--- src/rtl/smtx_pkg.sv ---
package smtx_pkg;

    localparam int DATA_W = 8;
    localparam int WORD_W = DATA_W + 1;
    localparam int CNT_W  = $clog2(WORD_W + 1);

    typedef struct packed {
        logic              nine;
        logic              b8;
        logic [DATA_W-1:0] data;
    } tx_word_t;

    typedef enum logic {
        PH_LOW  = 1'b0,
        PH_HIGH = 1'b1
    } phase_e;

    function automatic logic [WORD_W-1:0] frame_bits(tx_word_t w);
        return {(w.nine & w.b8), w.data};
    endfunction

    function automatic logic [CNT_W-1:0] frame_len(tx_word_t w);
        return w.nine ? CNT_W'(WORD_W) : CNT_W'(DATA_W);
    endfunction

endpackage

--- src/rtl/smtx_hold.sv ---
module smtx_hold
    import smtx_pkg::*;
(
    input  logic     clk,
    input  logic     rst,
    input  logic     wr_en,
    input  tx_word_t wr_word,
    input  logic     take,
    output tx_word_t word_q,
    output logic     full_q,
    output logic     empty_flag_q
);

    always_ff @(posedge clk) begin
        if (rst) begin
            word_q       <= '0;
            full_q       <= 1'b0;
            empty_flag_q <= 1'b0;
        end else if (wr_en) begin
            // a write wins over a simultaneous take: old word leaves, new one stays
            word_q       <= wr_word;
            full_q       <= 1'b1;
            empty_flag_q <= 1'b0;
        end else if (take) begin
            full_q       <= 1'b0;
            empty_flag_q <= 1'b1;
        end
    end

    p_take_sets_flag_r3: assert property (@(posedge clk) disable iff (rst)
        (take && !wr_en) |=> (empty_flag_q && !full_q));

    p_write_clears_flag_r4: assert property (@(posedge clk) disable iff (rst)
        wr_en |=> (!empty_flag_q && full_q));

    p_flag_sticky_r4: assert property (@(posedge clk) disable iff (rst)
        (empty_flag_q && !wr_en) |=> empty_flag_q);

endmodule

--- src/rtl/smtx_baud.sv ---
module smtx_baud #(
    parameter int DIV_W = 8
) (
    input  logic             clk,
    input  logic             rst,
    input  logic             run,
    input  logic [DIV_W-1:0] div,
    output logic             tick
);

    logic [DIV_W-1:0] cnt;

    assign tick = run && (cnt >= div);

    always_ff @(posedge clk) begin
        if (rst || !run || tick) begin
            cnt <= '0;
        end else begin
            cnt <= cnt + DIV_W'(1);
        end
    end

    p_count_parked_r8: assert property (@(posedge clk) disable iff (rst)
        !run |=> (cnt == '0));

endmodule

--- src/rtl/smtx_shift.sv ---
module smtx_shift
    import smtx_pkg::*;
(
    input  logic     clk,
    input  logic     rst,
    input  logic     enable,
    input  logic     load,
    input  tx_word_t load_word,
    input  logic     tick,
    output logic     busy,
    output logic     sclk,
    output logic     sdat,
    output logic     last_end
);

    localparam logic [CNT_W-1:0] ONE = CNT_W'(1);

    logic [WORD_W-1:0] sreg;
    logic [CNT_W-1:0]  left;
    phase_e            phase;

    assign sclk     = busy && (phase == PH_HIGH);
    assign sdat     = busy && sreg[0];
    assign last_end = busy && tick && (phase == PH_HIGH) && (left == ONE);

    always_ff @(posedge clk) begin
        if (rst) begin
            sreg  <= '0;
            left  <= '0;
            busy  <= 1'b0;
            phase <= PH_LOW;
        end else if (!enable) begin
            busy  <= 1'b0;
            phase <= PH_LOW;
        end else if (load) begin
            sreg  <= frame_bits(load_word);
            left  <= frame_len(load_word);
            busy  <= 1'b1;
            phase <= PH_LOW;
        end else if (busy && tick) begin
            if (phase == PH_LOW) begin
                phase <= PH_HIGH;
            end else if (left == ONE) begin
                busy  <= 1'b0;
                phase <= PH_LOW;
            end else begin
                sreg  <= sreg >> 1;
                left  <= left - ONE;
                phase <= PH_LOW;
            end
        end
    end

    p_len_live_r7: assert property (@(posedge clk) disable iff (rst)
        busy |-> (left != '0));

    p_high_stable_r7: assert property (@(posedge clk) disable iff (rst)
        (busy && phase == PH_HIGH && !tick && enable) |=> $stable(sdat));

    p_abort_idles_r9: assert property (@(posedge clk) disable iff (rst)
        !enable |=> (!busy && !sclk && !sdat));

    p_idle_low_r8: assert property (@(posedge clk) disable iff (rst)
        !busy |-> (phase == PH_LOW));

endmodule

--- src/rtl/sync_master_tx.sv ---
module sync_master_tx
    import smtx_pkg::*;
#(
    parameter int DIV_W = 8
) (
    input  logic             clk,
    input  logic             rst,
    input  logic             tx_enable,
    input  logic             mode9,
    input  logic             bit9_val,
    input  logic             irq_enable,
    input  logic [DIV_W-1:0] baud_div,
    input  logic             wr_valid,
    input  logic [7:0]       wr_byte,
    output logic             ser_clk,
    output logic             ser_dat,
    output logic             hold_empty,
    output logic             shift_empty,
    output logic             irq,
    output logic             rx_inhibit
);

    tx_word_t wr_word;
    tx_word_t held_word;
    logic     hold_full;
    logic     hold_flag;
    logic     busy;
    logic     tick;
    logic     last_end;
    logic     take;

    assign wr_word = '{nine: mode9, b8: bit9_val, data: wr_byte};
    assign take    = tx_enable && hold_full && (!busy || last_end);

    smtx_hold u_hold (
        .clk          (clk),
        .rst          (rst),
        .wr_en        (wr_valid),
        .wr_word      (wr_word),
        .take         (take),
        .word_q       (held_word),
        .full_q       (hold_full),
        .empty_flag_q (hold_flag)
    );

    smtx_baud #(.DIV_W(DIV_W)) u_baud (
        .clk  (clk),
        .rst  (rst),
        .run  (busy),
        .div  (baud_div),
        .tick (tick)
    );

    smtx_shift u_shift (
        .clk       (clk),
        .rst       (rst),
        .enable    (tx_enable),
        .load      (take),
        .load_word (held_word),
        .tick      (tick),
        .busy      (busy),
        .sclk      (ser_clk),
        .sdat      (ser_dat),
        .last_end  (last_end)
    );

    assign hold_empty  = hold_flag;
    assign shift_empty = !busy;
    assign rx_inhibit  = busy;
    assign irq         = irq_enable && hold_flag;

    p_irq_gated_r5: assert property (@(posedge clk) disable iff (rst)
        !irq_enable |-> !irq);

    p_disabled_hold_r2: assert property (@(posedge clk) disable iff (rst)
        (!tx_enable && hold_full && !wr_valid) |=> hold_full);

endmodule

--- config.mk ---
export PLATFORM = sky130hd
export DESIGN_NAME = sync_master_tx
export DESIGN_NICKNAME = d
export VERILOG_FILES = /design/src/rtl/smtx_pkg.sv /design/src/rtl/smtx_hold.sv /design/src/rtl/smtx_baud.sv /design/src/rtl/smtx_shift.sv /design/src/rtl/sync_master_tx.sv
export SDC_FILE = /design/constraint.sdc
export NUM_CORES = 1
export LEC_CHECK = 0
export BUFFER_PORTS_ARGS = -buffer_cell sky130_fd_sc_hd__buf_2
export CORE_MARGIN = 2
export CORE_UTILIZATION = 53
export CTS_BUF_LIST = sky130_fd_sc_hd__clkbuf_4 sky130_fd_sc_hd__clkbuf_8
export CTS_CLUSTER_DIAMETER = 100
export CTS_CLUSTER_SIZE = 28
export DETAILED_ROUTE_END_ITERATION = 10
export GPL_TIMING_DRIVEN = 1
export HOLD_SLACK_MARGIN = 0.1
export PLACE_DENSITY = 0.79
export SKIP_LAST_GASP = 1
export SYNTH_ARGS = -nofsm -noshare
export SYNTH_HDL_FRONTEND = slang
export SYNTH_SLANG_ARGS = --single-unit
--- constraint.sdc ---
create_clock -name clk -period 2.89 [get_ports clk]
set_input_delay 0 -clock clk [delete_from_list [all_inputs] [get_ports clk]]
set_output_delay 0 -clock clk [all_outputs]
set_load 0.02 [all_outputs]
* Word-level counts from Yosys, hierarchy flattened
Cells that the tools add are included.
Cells by class: bitwise gates (word level) 2, equality and inequality tests 2, reductions and logical operators 22, mux-type cells 16, shifts and indexed selects 0, multipliers 0, magnitude comparators 1, add/subtract/negate cells 2, divide/modulo/power cells 0
Operators by type and width (number):
- 9-bit 2-to-1 mux | 4
- 4-bit 2-to-1 mux | 4
- 1-bit logical AND | 9
- 8-bit by 1-bit adder with 8-bit output, second input constant | 1
- 8-bit greater-or-equal comparator | 1
- 1-bit 2-to-1 mux | 8
- 2-bit nonzero test | 4
- 4-bit by 1-bit equality test with 1-bit output, second input constant | 1
- 4-bit AND reduction | 1
- 2-bit OR reduction | 2
- 4-bit by 1-bit subtractor with 4-bit output, second input constant | 1
- 1-bit logical OR | 3
- 3-bit AND reduction | 1
- 3-bit OR reduction | 1
- 2-bit inequality test, second input constant | 1
- 1-bit bitwise AND | 1
- 1-bit zero test | 1
- 1-bit NOT | 1
Storage, ports and cells: output and inout bits 6, register bits after elaboration 35, latch bits 0, bits in writable memories 0, word-level logic and storage cells 55, input port bits 23, memory bits (read-only) 0, memories 0

* Depth between registers and ports, before layout
depth after elaboration 9, mapped depth 9, depth with buffers taken out 8

* Cells and area by module
A second synthesis with hierarchy kept.
Second synthesis, totals: cells, all modules 204, area, all modules 1923.1 µm²
By module, submodules not included:
- smtx_shift | cells each 100, sequential area each 300.3 µm², instances 1, area each 974.7 µm²
- smtx_baud | cells each 62, sequential area each 160.2 µm², instances 1, area each 510.5 µm²
- smtx_hold | cells each 39, sequential area each 240.2 µm², instances 1, area each 417.9 µm²
- sync_master_tx | cells each 3, sequential area each 0.0 µm², instances 1, area each 20.0 µm²

* Worst setup path before layout
OpenSTA, ideal clock, no wires.
path kind register to register, from register u_baud.cnt[0], to register u_shift.sreg[0], slack 775 ps, arrival 1993 ps, cell stages (with the launch flop) 9, buffers on the path 0, period minus slack after synthesis 2115 ps, required time 2768 ps, library setup time 122 ps, cells stage by stage dfxtp_1 > inv_1 > ha_1 > nand2b_4 > a2111oi_4 > o21ai_2 > nand3_1 > nor2_4 > a221o_1
Between the ends: cells in the longest elaborated chain, start to end 9, elaborated cells between the ends (all ways) 12, classes of those cells order compare (1); eq/ne (1); mux (1); reduce/logical (9)
Ends and longest elaborated chain:
- start, declared | line smtx_baud.sv:11 | logic [DIV_W-1:0] cnt;
- start signal, assigned | line smtx_baud.sv:19 | cnt <= cnt + DIV_W'(1);
- 8-bit greater-or-equal comparator * | line smtx_baud.sv:13 | assign tick = run && (cnt >= div);
- 1-bit logical AND * | line smtx_baud.sv:13
- 1-bit logical AND * | line smtx_shift.sv:24, smtx_shift.sv:40
- 1-bit logical AND (2 in series) | line smtx_shift.sv:24 | assign last_end = busy && tick && (phase == PH_HIGH) && (left == ONE);
- 1-bit logical OR | line sync_master_tx.sv:33 | assign take = tx_enable && hold_full && (!busy || last_end);
- 1-bit logical AND | line sync_master_tx.sv:33
- 2-bit inequality test (no source line) or 2-bit nonzero test (tied branches)
- 4-bit AND reduction (no source line)
- end signal, assigned | line smtx_shift.sv:36 | sreg <= frame_bits(load_word);
- end signal, assigned | line smtx_shift.sv:47 | sreg <= sreg >> 1;
- end, declared | line smtx_shift.sv:18 | logic [WORD_W-1:0] sreg;
Mark *: on every way between the ends. The rest lies on a longest branch, timed or not. A chain may end at the register's enable or synchronous reset.

* Worst setup path in the final report
from register u_baud.cnt[0], to register u_shift.sreg[3]
Same word-level chain as after synthesis.

==> results.txt <==
----------------------------------------------------
[Floorplan]
  Boundary Pins ... 29
  Total die area ... between 3000 and 4000 sq um
  Placeable core area ... approximately 3100 sq um
  Std-Cell Rows ... 20
  Die outline width ... ~62 microns
  Initial Utilization ... between 50 and 60%
  Height of the die ... between 60 and 70 microns

[Setup path]
  Internal reg-to-reg setup slack ... just over 600 ps
  Critical path destination ... u_shift.sreg[3]$_SDFFE_PP0P_
  Destination of the worst register-to-register timing path ... u_shift.sreg[3]$_SDFFE_PP0P_
  Required time of the critical path ... 3130 ps
  Worst EP arrival ... around 2500 ps
  Peak fanout along the critical path ... 7
  Startpoint kind of the worst setup timing path ... register
  List of cells traversed by the critical path ... inv_1 -> ha_1 -> nand2b_4 -> a2111oi_4 -> o21ai_2 -> nand3_1 -> nor2_4 -> a221o_1
  Slowest stage cell on the critical path ... sky130_fd_sc_hd__a2111oi_4
  Critical path's largest stage delay ... around 440 ps
  Element type at the critical path end ... register
  Launching instance or port of the critical path ... u_baud.cnt[0]$_SDFF_PP0_
  Startpoint of the worst register-to-register path ... u_baud.cnt[0]$_SDFF_PP0_
  Type of the worst setup path ... register to register
  Reg2reg path depth ... 8

[Final layout]
  Finished Layout Cells ... 283
  Number of nets in the layout ... around 270
  Area added between synthesis and finish ... 27.32%
  Fraction of final layout cells with drive strength greater than 1 ... 19.25%
  Diode insertion count for antenna repair ... 0

[Logic synthesis]
  Share of synthesized registers carrying an async set or reset ... 0%
  Leading cell types by total area after synthesis ... sky130_fd_sc_hd__dfxtp_1, sky130_fd_sc_hd__ha_1, sky130_fd_sc_hd__mux2i_1
  Top FF cell, synth ... sky130_fd_sc_hd__dfxtp_1
  Number of synthesized flops with an enable pin ... 0
  Leading cell type by number of instances after synthesis ... sky130_fd_sc_hd__dfxtp_1
  Post-synthesis instance total ... 189
  Most area-hungry cell type in the Yosys netlist ... sky130_fd_sc_hd__dfxtp_1
  Number of nets in the synthesized netlist ... around 220
  Most frequent cells after synthesis ... sky130_fd_sc_hd__dfxtp_1, sky130_fd_sc_hd__nor2_1, sky130_fd_sc_hd__inv_1
  Post-synthesis instance area ... ~1800 sq um
  Synth Register Bits ... 35
  Sequential share of the synthesized area ... about 40%
  Unique cell type count in the Yosys netlist ... 41
  Number of warnings issued by yosys ... 0
  Average size of a mapped cell ... 9.354 sq um
  Top-area cell type share of the netlist area ... 39.63%

[Routing]
  Post-Route WL ... between 3000 and 4000 microns
  DRC violations left ... 0
  Wire length per cell after detailed routing ... 13.46 microns
  Post-route ant nets ... 0
  Number of search-and-repair iterations in the first detailed-routing pass ... 5
  DR iter-0 viols ... around 60
  Total number of vias ... around 1500
  Routed vias/inst ... between 5 and 6

[Timing]
  Worst clock skew ... ~14 ps
  Final critical-path setup slack ... between 600 and 700 ps
  Sum of negative setup slack ... 0 ps
  Final setup fails ... 0
  Number of max-slew violations in the final report ... 0
  Max-slew headroom ... between 70% and 80%
  Tcrit/Tclk final ... 78.89%
  Setup repair after global routing missed its margin ... no
  Highest clock rate ... 438.6 MHz
  Worst slew pin tran ... roughly 440 ps
  Hold Fails Final Rpt ... 0
  Minimum clock period ... around 2300 ps

[Power]
  Total power divided by cell area ... about 480 nW/um^2
  Leak Pwr ... just under 1 nW
  Combinational group share of total power ... 10.9%
  VDD IR-drop max ... 0.5569 mV
  Internal power contribution ... ~0.00084 W
  Overall power ... between 0.001 and 0.0015 W
  Sequential share of power ... ~48%
  Net switching share of the total power ... a little over a fifth
  Clock network fraction of total power ... between 40% and 50%
  Net switching power of the design ... ~0.00024 W

[Clock tree]
  TritonCTS clock tree ... done
  Clock tree root driver cell ... sky130_fd_sc_hd__clkbuf_4
  Clock transition at the register clock pins on the worst setup and hold paths after CTS ... roughly 110 ps
  Number of clock sinks seen by CTS ... 35
  Worst-skew pair later-pin latency ... between 300 and 400 ps
  Number of levels the H-tree was split into ... 2
  Inserted Clock Buffers ... 5
  Number of buffers on the longest clock path ... 2

[Flow run]
  Max Cap Viol ... 0

[Place]
  IO Port Bufs ... 28
  Final Wtd Congestion ... 0.8541
  Placement-stage worst setup slack ... around 600 ps
  Placed cell count ... about 250
  HPWL reported at the end of detailed placement ... 2351 microns

[Global routing]
  GRT Total Usage ... 22.60%
  Global-route wire length before repair ... 6216 microns
  Via count of the first global-routing pass ... around 1400
  Sum of overflow across all layers after global routing ... 0
  Number of antenna violations at the first check in global routing ... 0
  Largest net degree at the start of global routing ... 20

[Status]
  Outcome ... finished, final reports clean

[Min path]
  Hold WC Path Type ... input port to register

----------------------------------------------------
[worst max-delay path: cells and delay by family, from the launching register on]
| family | cells | cell delay (ps) |
|---|---|---|
| compound gates | 3 | 990 |
| fa+ha+maj | 1 | 270 |
| buf+inv | 1 | 60 |
| flops | 1 | 400 |
| simple gates | 3 | 440 |
[routing by layer]
metal | global-route usage, % | up-vias | part of all wire (%)
li1 | - | 760 | -
met1 | 26.86 | 690 | 43
met2 | 39.70 | 37 | 50
met3 | 6.004 | 6 | 4.8
met4 | 7.295 | 0 | 1.2
met5 | 0 | - | 0
[area by class of cell]
| class | instances | area, sq um |
|---|---|---|
| Inverter | 15 | 56.30 |
| Clock buffer | 6 | 45.04 |
| Sequential cell | 35 | 700.7 |
| Clock inverter | 2 | 60.06 |
| Fill cell | 225 | 852.1 |
| Tap cell | 44 | 55.05 |
| Multi-Input combinational cell | 132 | 983.4 |
| Timing Repair Buffer | 49 | 350.3 |
[repair_timing]
action | in CTS | in global routing
hold buffers | 21 | 0
resized for setup | 0 | 0
setup endpoints to repair | 0 | 0
hold endpoints to repair | 13 | 0
setup buffers | 0 | 0
[metrics by stage]
step	utilization, %	instance area [sq um]	hold WS [ps]
floorplan	-	1768	147.2
global placement	62.38	1936	231.5
detailed placement	62.38	1936	241.1
CTS	72.54	2251	102.2
global route	72.54	2251	141.2
finish	72.54	2251	156.0
[state kept, by name, summed over array words and instances, names as in the netlist]
register / count
u_baud.cnt: 8
u_shift.phase: 1
u_hold.full_q: 1
u_shift.sreg: 9
u_shift.left: 4
u_hold.empty_flag_q: 1
u_hold.word_q: 10
u_shift.busy: 1
[power by group through the flow]
stage                     Sequential, W  Combinational [W]  Clock [W]
final                          0.000510           0.000117   0.000446
after global routing           0.000513           0.000129   0.000473
after CTS                      0.000509           0.000114   0.000450
after detailed placement       0.000520          0.0000911          0
after global placement         0.000520          0.0000889          0
after floorplan                0.000517          0.0000667          0
[layout by cell type, fill, tap and decap left out, types with 2 or more instances in the layout]
| master | netlist | final |
|---|---|---|
| sky130_fd_sc_hd__a21oi_1 | 7 | 7 |
| sky130_fd_sc_hd__a221o_1 | 8 | 8 |
| sky130_fd_sc_hd__and2_0 | 2 | 2 |
| sky130_fd_sc_hd__and2_1 | 8 | 8 |
| sky130_fd_sc_hd__buf_2 | 1 | 28 |
| sky130_fd_sc_hd__bufinv_16 | 0 | 2 |
| sky130_fd_sc_hd__clkbuf_4 | 0 | 6 |
| sky130_fd_sc_hd__dfxtp_1 | 35 | 35 |
| sky130_fd_sc_hd__dlygate4sd3_1 | 0 | 21 |
| sky130_fd_sc_hd__ha_1 | 11 | 11 |
| sky130_fd_sc_hd__inv_1 | 15 | 15 |
| sky130_fd_sc_hd__mux2i_1 | 12 | 12 |
| sky130_fd_sc_hd__nand2_1 | 11 | 11 |
| sky130_fd_sc_hd__nand3_1 | 7 | 7 |
| sky130_fd_sc_hd__nor2_1 | 25 | 25 |
| sky130_fd_sc_hd__nor3_1 | 3 | 3 |
| sky130_fd_sc_hd__nor3b_1 | 2 | 2 |
| sky130_fd_sc_hd__o21ai_0 | 5 | 5 |
| sky130_fd_sc_hd__o31ai_1 | 2 | 2 |
| sky130_fd_sc_hd__xnor2_1 | 4 | 4 |
| sky130_fd_sc_hd__xor2_1 | 4 | 4 |
[logic make-up (layout without fill, tap and decap cells)]
family,after synthesis,after routing,synth area share [%]
AOI/OAI and AO/OA,35,35,17.62
xor gates and xnor gates,8,8,3.963
adders and majority gates,11,11,7.785
buffers and inverters,22,72,4.741
DFF,35,35,39.63
muxes,12,12,6.794
and+or+nand+nor,66,66,19.46
[worst min-delay path by stage]
stage	slack, ps	to	from	cells past startpoint
floorplan	150	u_hold.word_q[8]$_SDFFE_PP0P_	bit9_val	2
global placement	230	u_hold.word_q[7]$_SDFFE_PP0P_	wr_byte[7]	3
detailed placement	240	u_hold.word_q[9]$_SDFFE_PP0P_	mode9	3
CTS	100	u_hold.word_q[8]$_SDFFE_PP0P_	rst	2
global route	140	u_hold.word_q[8]$_SDFFE_PP0P_	rst	2
finish	160	u_hold.word_q[8]$_SDFFE_PP0P_	rst	2
(Power assumes the default switching activity.)
